## config.mk

```make
export PLATFORM = sky130hd
export DESIGN_NAME = vid_ramp_seq
export DESIGN_NICKNAME = d
export VERILOG_FILES = /design/src/rtl/vid_ramp_seq.sv
export SDC_FILE = /design/constraint.sdc
export NUM_CORES = 1
export LEC_CHECK = 0
export BUFFER_PORTS_ARGS = -buffer_cell sky130_fd_sc_hd__buf_2
export CAP_MARGIN = 20
export CORE_UTILIZATION = 50
export CTS_CLUSTER_DIAMETER = 30
export DETAILED_ROUTE_END_ITERATION = 16
export PLACE_DENSITY = 0.74
export SYNTH_ARGS = -nofsm -noshare
export SYNTH_HDL_FRONTEND = slang
export SYNTH_SLANG_ARGS = --single-unit
```

## constraint.sdc

```tcl
create_clock -name clk -period 6.3 [get_ports clk]
set_input_delay 1.26 -clock clk [delete_from_list [all_inputs] [get_ports clk]]
set_output_delay 1.26 -clock clk [all_outputs]
set_load 0.01 [all_outputs]
```

## src/rtl/vid_ramp_seq.sv

```systemverilog
module vid_ramp_seq #(
  parameter int STEP_US      = 1,
  parameter int CLKEN_DLY_US = 60,
  parameter int PG_DLY_US    = 20
) (
  input  logic       clk,
  input  logic       rst_n,
  input  logic       tick_us,
  input  logic       run_en,
  input  logic [6:0] vid_code,
  input  logic [6:0] boot_code,
  input  logic       forced_pwm,
  input  logic       uv_ok,
  input  logic       ov_ok,
  output logic [6:0] target,
  output logic       clkreq_oe,
  output logic       clkreq_lo,
  output logic       pg_low,
  output logic       pg_lo_arm,
  output logic       pg_hi_arm,
  output logic       all_phase,
  output logic       drv_en,
  output logic       dischg_on
);

  localparam int TMR_MAX = (CLKEN_DLY_US > PG_DLY_US) ? CLKEN_DLY_US : PG_DLY_US;
  localparam int TW      = $clog2(TMR_MAX + 1);
  localparam int SW      = (STEP_US > 1) ? $clog2(STEP_US) : 1;

  typedef enum logic [1:0] {S_OFF, S_BOOT, S_RUN, S_DOWN} st_t;

  st_t           st, st_nx;
  logic [6:0]    target_q, dest;
  logic [SW-1:0] stp_cnt;
  logic [TW-1:0] tmr;
  logic          pg_q, reached, step;

  function automatic logic [6:0] to_units(input logic [6:0] code);
    return (code >= 7'd120) ? 7'd0 : 7'd120 - code;
  endfunction

  always_comb begin
    case (st)
      S_BOOT:  dest = to_units(boot_code);
      S_RUN:   dest = to_units(vid_code);
      S_DOWN:  dest = 7'd1;
      default: dest = 7'd0;
    endcase
  end

  assign reached = (target_q == dest);
  assign step    = tick_us && !reached && (stp_cnt == SW'(STEP_US - 1));

  always_comb begin
    st_nx = st;
    case (st)
      S_OFF:  if (run_en) st_nx = S_BOOT;
      S_BOOT: if (!run_en) st_nx = S_DOWN;
              else if (reached && tmr >= TW'(CLKEN_DLY_US)) st_nx = S_RUN;
      S_RUN:  if (!run_en) st_nx = S_DOWN;
      S_DOWN: if (target_q <= 7'd1) st_nx = S_OFF;
      default: st_nx = S_OFF;
    endcase
  end

  assign pg_lo_arm = (st == S_RUN) && reached && (tmr >= TW'(PG_DLY_US));
  assign pg_hi_arm = pg_lo_arm && forced_pwm;

  always_ff @(posedge clk) begin
    if (!rst_n) begin
      st       <= S_OFF;
      target_q <= '0;
      stp_cnt  <= '0;
      tmr      <= '0;
      pg_q     <= 1'b1;
    end else begin
      st <= st_nx;

      if (st_nx == S_OFF)       target_q <= '0;
      else if (step)            target_q <= (target_q < dest) ? target_q + 7'd1 : target_q - 7'd1;

      if (reached || st_nx != st) stp_cnt <= '0;
      else if (tick_us)           stp_cnt <= (stp_cnt == SW'(STEP_US - 1)) ? '0 : stp_cnt + SW'(1);

      if (!reached || st_nx != st)                  tmr <= '0;
      else if (tick_us && tmr < TW'(TMR_MAX))       tmr <= tmr + TW'(1);

      if (st != S_RUN)                pg_q <= 1'b1;
      else if (pg_lo_arm || pg_hi_arm) pg_q <= (pg_lo_arm && !uv_ok) || (pg_hi_arm && !ov_ok);
    end
  end

  assign target    = target_q;
  assign pg_low    = pg_q || !run_en || (st != S_RUN);
  assign clkreq_oe = run_en && (st == S_BOOT || st == S_RUN);
  assign clkreq_lo = clkreq_oe && (st == S_RUN);
  assign all_phase = (st == S_DOWN);
  assign drv_en    = (st != S_OFF);
  assign dischg_on = (st == S_OFF);


  step_on_tick_chk: assert property (@(posedge clk) disable iff (!rst_n)
    (st != S_OFF && target_q != $past(target_q)) |-> $past(tick_us));


  step_one_chk: assert property (@(posedge clk) disable iff (!rst_n)
    (st != S_OFF) |-> ({1'b0, target_q} == {1'b0, $past(target_q)} ||
                       {1'b0, target_q} == {1'b0, $past(target_q)} + 8'd1 ||
                       {1'b0, target_q} + 8'd1 == {1'b0, $past(target_q)}));


  pg_hold_chk: assert property (@(posedge clk) disable iff (!rst_n)
    (st == S_RUN && !pg_lo_arm && !pg_hi_arm) |=> (!run_en || $stable(pg_low)));


  shut_release_chk: assert property (@(posedge clk) disable iff (!rst_n)
    !run_en |-> (pg_low && !clkreq_oe));


  drv_off_floor_chk: assert property (@(posedge clk) disable iff (!rst_n)
    $fell(drv_en) |-> ($past(target_q) <= 7'd1));


  off_zero_chk: assert property (@(posedge clk) disable iff (!rst_n)
    !drv_en |-> (target_q == 7'd0));

endmodule

```

---- Word level (Yosys, flattened, before mapping) ----
Cells that the tools add are included.
storage, ports and cells
  input bits .............................. 21
  logic and storage cells ................. 66
  output and inout bits ................... 15
  flip-flop bits (word level) ............. 17
operators by class
  add/sub/neg operators ................... 6
  bitwise gates (word level) .............. 2
  equality and inequality tests ........... 6
  reductions and logical operators ........ 29
  mux-type cells .......................... 11
  $lt $le $gt $ge ......................... 7
operators by type and width
  cell                 count
  $mux 7               3
  $pmux 7 s3           1
  $ge 7x7->1 const B   2
  $sub 7x7->7 const A  2
  $logic_and 1x1->1    11
  $mux 2               5
  $pmux 2 s4           1
  $reduce_or 2->1      4
  $add 7x1->7 const B  1
  $eq 7x7->1           1
  $le 7x1->1 const B   1
  $logic_or 1x1->1     7
  $lt 7x7->1           1
  $sub 7x1->7 const B  1
  $add 6x1->6 const B  1
  $ge 6x5->1 const B   1
  $ge 6x6->1 const B   1
  $lt 6x6->1 const B   1
  $eq 2x2->1 const B   2
  $logic_not 1->1      4
  $logic_not 2->1      2
  $eq 2x1->1 const B   1
  $ne 2x2->1           1
  $ne 2x2->1 const B   1
  other kinds (4)      5

---- Logic depth before layout (Yosys ltp) ----
  depth in word-level cells ............... 11
  gate-level depth with buffers ........... 14
  depth with buffers taken out ............ 13

---- Worst setup path before layout ----
No wires, ideal clock.
  kind .................................... input-to-output
  start point ............................. in vid_code[1]
  end point ............................... out pg_hi_arm
  setup slack ............................. 1845 ps
  stages .................................. 10
  data arrival time ....................... 3195 ps
  required time ........................... 5040 ps
  path buffers ............................ 0
  path through ............................ or3_1 nor2_1 o21ai_1 o22ai_1 nand2b_1 ha_1 nand4_2 nor2_1 and3_1 and2_1
on the way
  cells in the longest elaborated chain, start to end .. 7
  elaborated cells between the ends (all ways) .. 8
  those cells by class .................... add/sub (1); order compare (1); eq/ne (1); mux (2); reduce/logical (3)
ends and longest elaborated chain
  item                                              RTL line  text
  start, declared                                   10        input logic [6:0] vid_code,
  $sub 7x7->7 / $ge 7x7->1 (equally long branches)  39        return (code >= 7'd120) ? 7'd0 : 7'd120 - code;
  $mux 7 *                                          39
  $pmux 7 s3 *                                      43        case (st)
  $eq 7x7->1 *                                      51        assign reached = (target_q == dest);
  $logic_and 1x1->1 * (2 in a row)                  66        assign pg_lo_arm = (st == S_RUN) && reached && (tmr >= TW'(PG_DLY_US));
  via pg_lo_arm                                     19        output logic pg_lo_arm,
  $logic_and 1x1->1 *                               67        assign pg_hi_arm = pg_lo_arm && forced_pwm;
  end, declared                                     20        output logic pg_hi_arm,
Mark *: on every way through the listed nets, which the timed path passes. The rest lies on a longest branch.

---- Worst setup path in the final report ----
  start point ............................. in vid_code[1]
  end point ............................... out pg_hi_arm
on the way
  cells in the longest elaborated chain, start to end .. 7
  elaborated cells between the ends (all ways) .. 8
  those cells by class .................... add/sub (1); order compare (1); eq/ne (1); mux (2); reduce/logical (3)
ends and longest elaborated chain
  item                                              RTL line
  $sub 7x7->7 / $ge 7x7->1 (equally long branches)  39
  $mux 7 *                                          39
  $pmux 7 s3 *                                      43
  $eq 7x7->1 *                                      51
  $logic_and 1x1->1 * (2 in a row)                  66
  $logic_and 1x1->1 *                               67
Mark *: on every way between the ends. The rest lies on a longest branch, timed or not.

==> flow_metrics.py <==
metrics = {
    "run_status": {
        "status": "completed",
    },
    "place": {
        "hpwl_mm": 2.745,
        "postPlaceCellArea_sq_um": 1891,
        "gp_congestion": 0.7921,
        "port_buffers": 35,
    },
    "logic_synthesis": {
        "muxShareOfSynthArea_pct": 0.5848,
        "ys_types": 53,
        "syn_inst": 216,
        "synthXorXnorAreaFrac_pct": 7.675,
        "synth_top_family_by_area": "simple AND/OR/NAND/NOR gates",
        "synth_edf_count": 0,
        "synth_fp_nets": 256,
        "netlist_top_cells_count": "ha_1, inv_1, dfxtp_1",
        "yosysMostFrequentCell": "ha_1",
        "synth.area.top_cells": "dfxtp_1, ha_1, xnor2_1",
        "synth_fa_ha_area_share_pct": 13.89,
        "synthArstFlopShare_pct": 0,
        "synth_top_area_share_pct": 18.71,
        "post-synth-top-area-cell": "dfxtp_1",
        "yosysWarnings": 0,
        "synthesis.area_sq_um": 1712,
        "avgSynthCellArea_sq_um": 7.924,
        "ys_ff_latch": 16,
        "seq_area_frac_synth_pct": 18.71,
        "synth-main-ff-cell": "dfxtp_1",
        "synth-compound-area-share_pct": 22.08,
        "yosys.area_share.simple_pct": 30.12,
    },
    "final_layout": {
        "fillCellCount": 305,
        "diodes": 0,
        "drive_gt1_share_pct": 19.92,
        "stdcell_area_sq_um": 1913,
        "area.growth.synth_to_final_pct": 11.77,
        "final_nets": 288,
        "final_core_util_pct": 60.67,
    },
    "timing": {
        "max_freq_mhz": 208.5,
        "hold_viol": 0,
        "period_needed_ns": 4.797,
        "max_slew_margin_pct": 39.32,
        "tns_ns": 0,
        "skew_ns": 0.0007505,
        "grt_setup_unrepaired": "false",
        "worstMarginPinSlew_ns": 0.9102,
        "slew_viol_final": 0,
        "period_share_pct": 76.15,
        "setup_violations": 0,
        "holdWs_ns": 0.4951,
    },
    "floorplan": {
        "die_w_microns": 60.51,
        "ioPinCount": 36,
        "die_height_microns": 60.51,
        "rows": 20,
        "initial_core_util_pct": 54.29,
        "dieArea_sq_um": 3661,
        "fp.coreArea_sq_um": 3153,
    },
    "clock_tree": {
        "clkLatencyLatePin_ns": 0.28,
        "cts_num_sinks": 16,
        "cts_made_buffers": 3,
        "path_clk_slew_ns": 0.09,
        "postCtsHoldBufs": 0,
        "clockBufferDepth": 2,
        "cts-root-buf": "clkbuf_4",
        "htree_levels": 1,
        "cts-resized-gates": 0,
        "postCtsSetupRepairBufs": 0,
        "cts_tree": "built",
    },
    "critical_path": {
        "cp_slowest_cell": "or3_1",
        "crit_arrival_ns": 3.54,
        "crit_path_end_kind": "output port",
        "critPathBufInv": 2,
        "crit_path_max_incr_delay_ns": 0.41,
        "worstSetupStartpointType": "primary input",
        "cp.required_ns": 5.04,
        "timing.critical_path.fanout_max": 6,
        "cp_cell_sequence": "buf_2 -> or3_1 -> nor2_1 -> o21ai_1 -> o22ai_1 -> nand2b_1 -> ha_1 -> nand4_2 -> nor2_1 -> and3_1 -> and2_1 -> buf_2",
        "cp_top_family": "simple AND/OR/NAND/NOR gates",
        "crit_type": "in2out",
    },
    "drt": {
        "via_count": 1632,
        "drc_errors": 0,
        "initialDrtViolationCount": 75,
        "detail-route-antenna-nets": 0,
        "viasPerCell": 5.628,
        "dr.pass1.iters": 4,
        "wirelength_mm": 3.542,
        "wl_per_cell_microns": 12.21,
    },
    "grt": {
        "grt_pass1_vias": 1442,
        "antenna_found_initial": 0,
        "track_usage_pct": 21.32,
        "grt_pass1_wl_mm": 6.078,
        "grt_max_degree": 18,
        "gr-total-overflow": 0,
    },
    "min_path": {
        "min_path_type": "reg2reg",
    },
    "pwr": {
        "power_density_nw_per_um2": 338.3,
        "p_leak_nw": 0.7923,
        "irDropWorstVdd_uv": 246.8,
    },
    "flow_run": {
        "max_cap_viol_count": 0,
    },
}
power by group:
part / switching, mW / total, mW / leakage (nW) / internal, mW
combinational: 0.266 / 0.446 / 0.648 / 0.180
sequential: 0.0297 / 0.147 / 0.130 / 0.117
clock: 0.0322 / 0.0544 / 0.0138 / 0.0222
total: 0.328 / 0.647 / 0.792 / 0.320
worst paths after layout:
| check | from | endpoint | slack (ns) | cells after the start |
|---|---|---|---|---|
| min reg2reg | pg_q | pg_q | 0.50 | 2 |
| max reg2reg | st[0] | target[4] | 2.87 | 11 |
| min | pg_q | pg_q | 0.50 | 2 |
| max | vid_code[1] | pg_hi_arm | 1.50 | 12 |
state kept, by name (all words and copies together) (netlist names):
| register | flops |
|---|---|
| tmr | 6 |
| target | 7 |
| pg_q | 1 |
| st | 2 |
worst min-delay path, delay by kind of cell, from the launching register on:
| family | cells | cell delay, ns |
|---|---|---|
| DFF | 1 | 0.33 |
| muxes | 1 | 0.06 |
| and+or+nand+nor | 1 | 0.07 |
layout by cell type (no fill, tap or decap), types with 3 or more instances in the layout:
cell and instances:
a211oi_1 3, a21o_1 3, a21oi_1 9, and2_1 4
and3_1 6, buf_2 35, clkbuf_4 3, dfxtp_1 16
ha_1 19, inv_1 18, nand2_1 6, nand2b_1 9
nand3_1 12, nand3b_1 3, nand4_1 7, nor2_1 11
nor3_1 11, o211ai_1 4, o21ai_0 5, o22ai_1 7
or3_1 4, or4_1 3, xnor2_1 8, xor2_1 7
final cells by class:
cell class              count  area (sq um)  area share [%]
inverters                  18         67.56           3.532
multi-input cells         174          1272           66.51
clock buffers               3         22.52           1.177
flip-flops and latches     16         320.3           16.74
repair buffers             35         175.2           9.156
well taps                  44         55.05           2.878
layer usage:
layer	track usage (%)	part of all wire, %
met1	27.98	47
met2	35.95	46
met3	4.478	4.9
met4	4.870	1.4
met5	0	0
logic make-up after synthesis:
group,after synthesis
muxes,1
and+or+nand+nor,87
buffers and inverters,26
xor gates and xnor gates,15
DFF,16
AOI/OAI and AO/OA,52
adders and majority gates,19
through the flow:
| step | power, mW | setup WS [ns] | cells |
|---|---|---|---|
| 3_5_place_dp | 0.5932 | 1.510 | 287 |
| 3_3_place_gp | 0.5859 | 1.554 | 287 |
| 2_1_floorplan | 0.5112 | 1.845 | 216 |
| 4_1_cts | 0.6487 | 1.502 | 290 |
| 6_report | 0.6472 | 1.503 | 290 |
| 5_1_grt | 0.7148 | 1.293 | 290 |
Note: power is estimated with default switching activity, not from simulation.
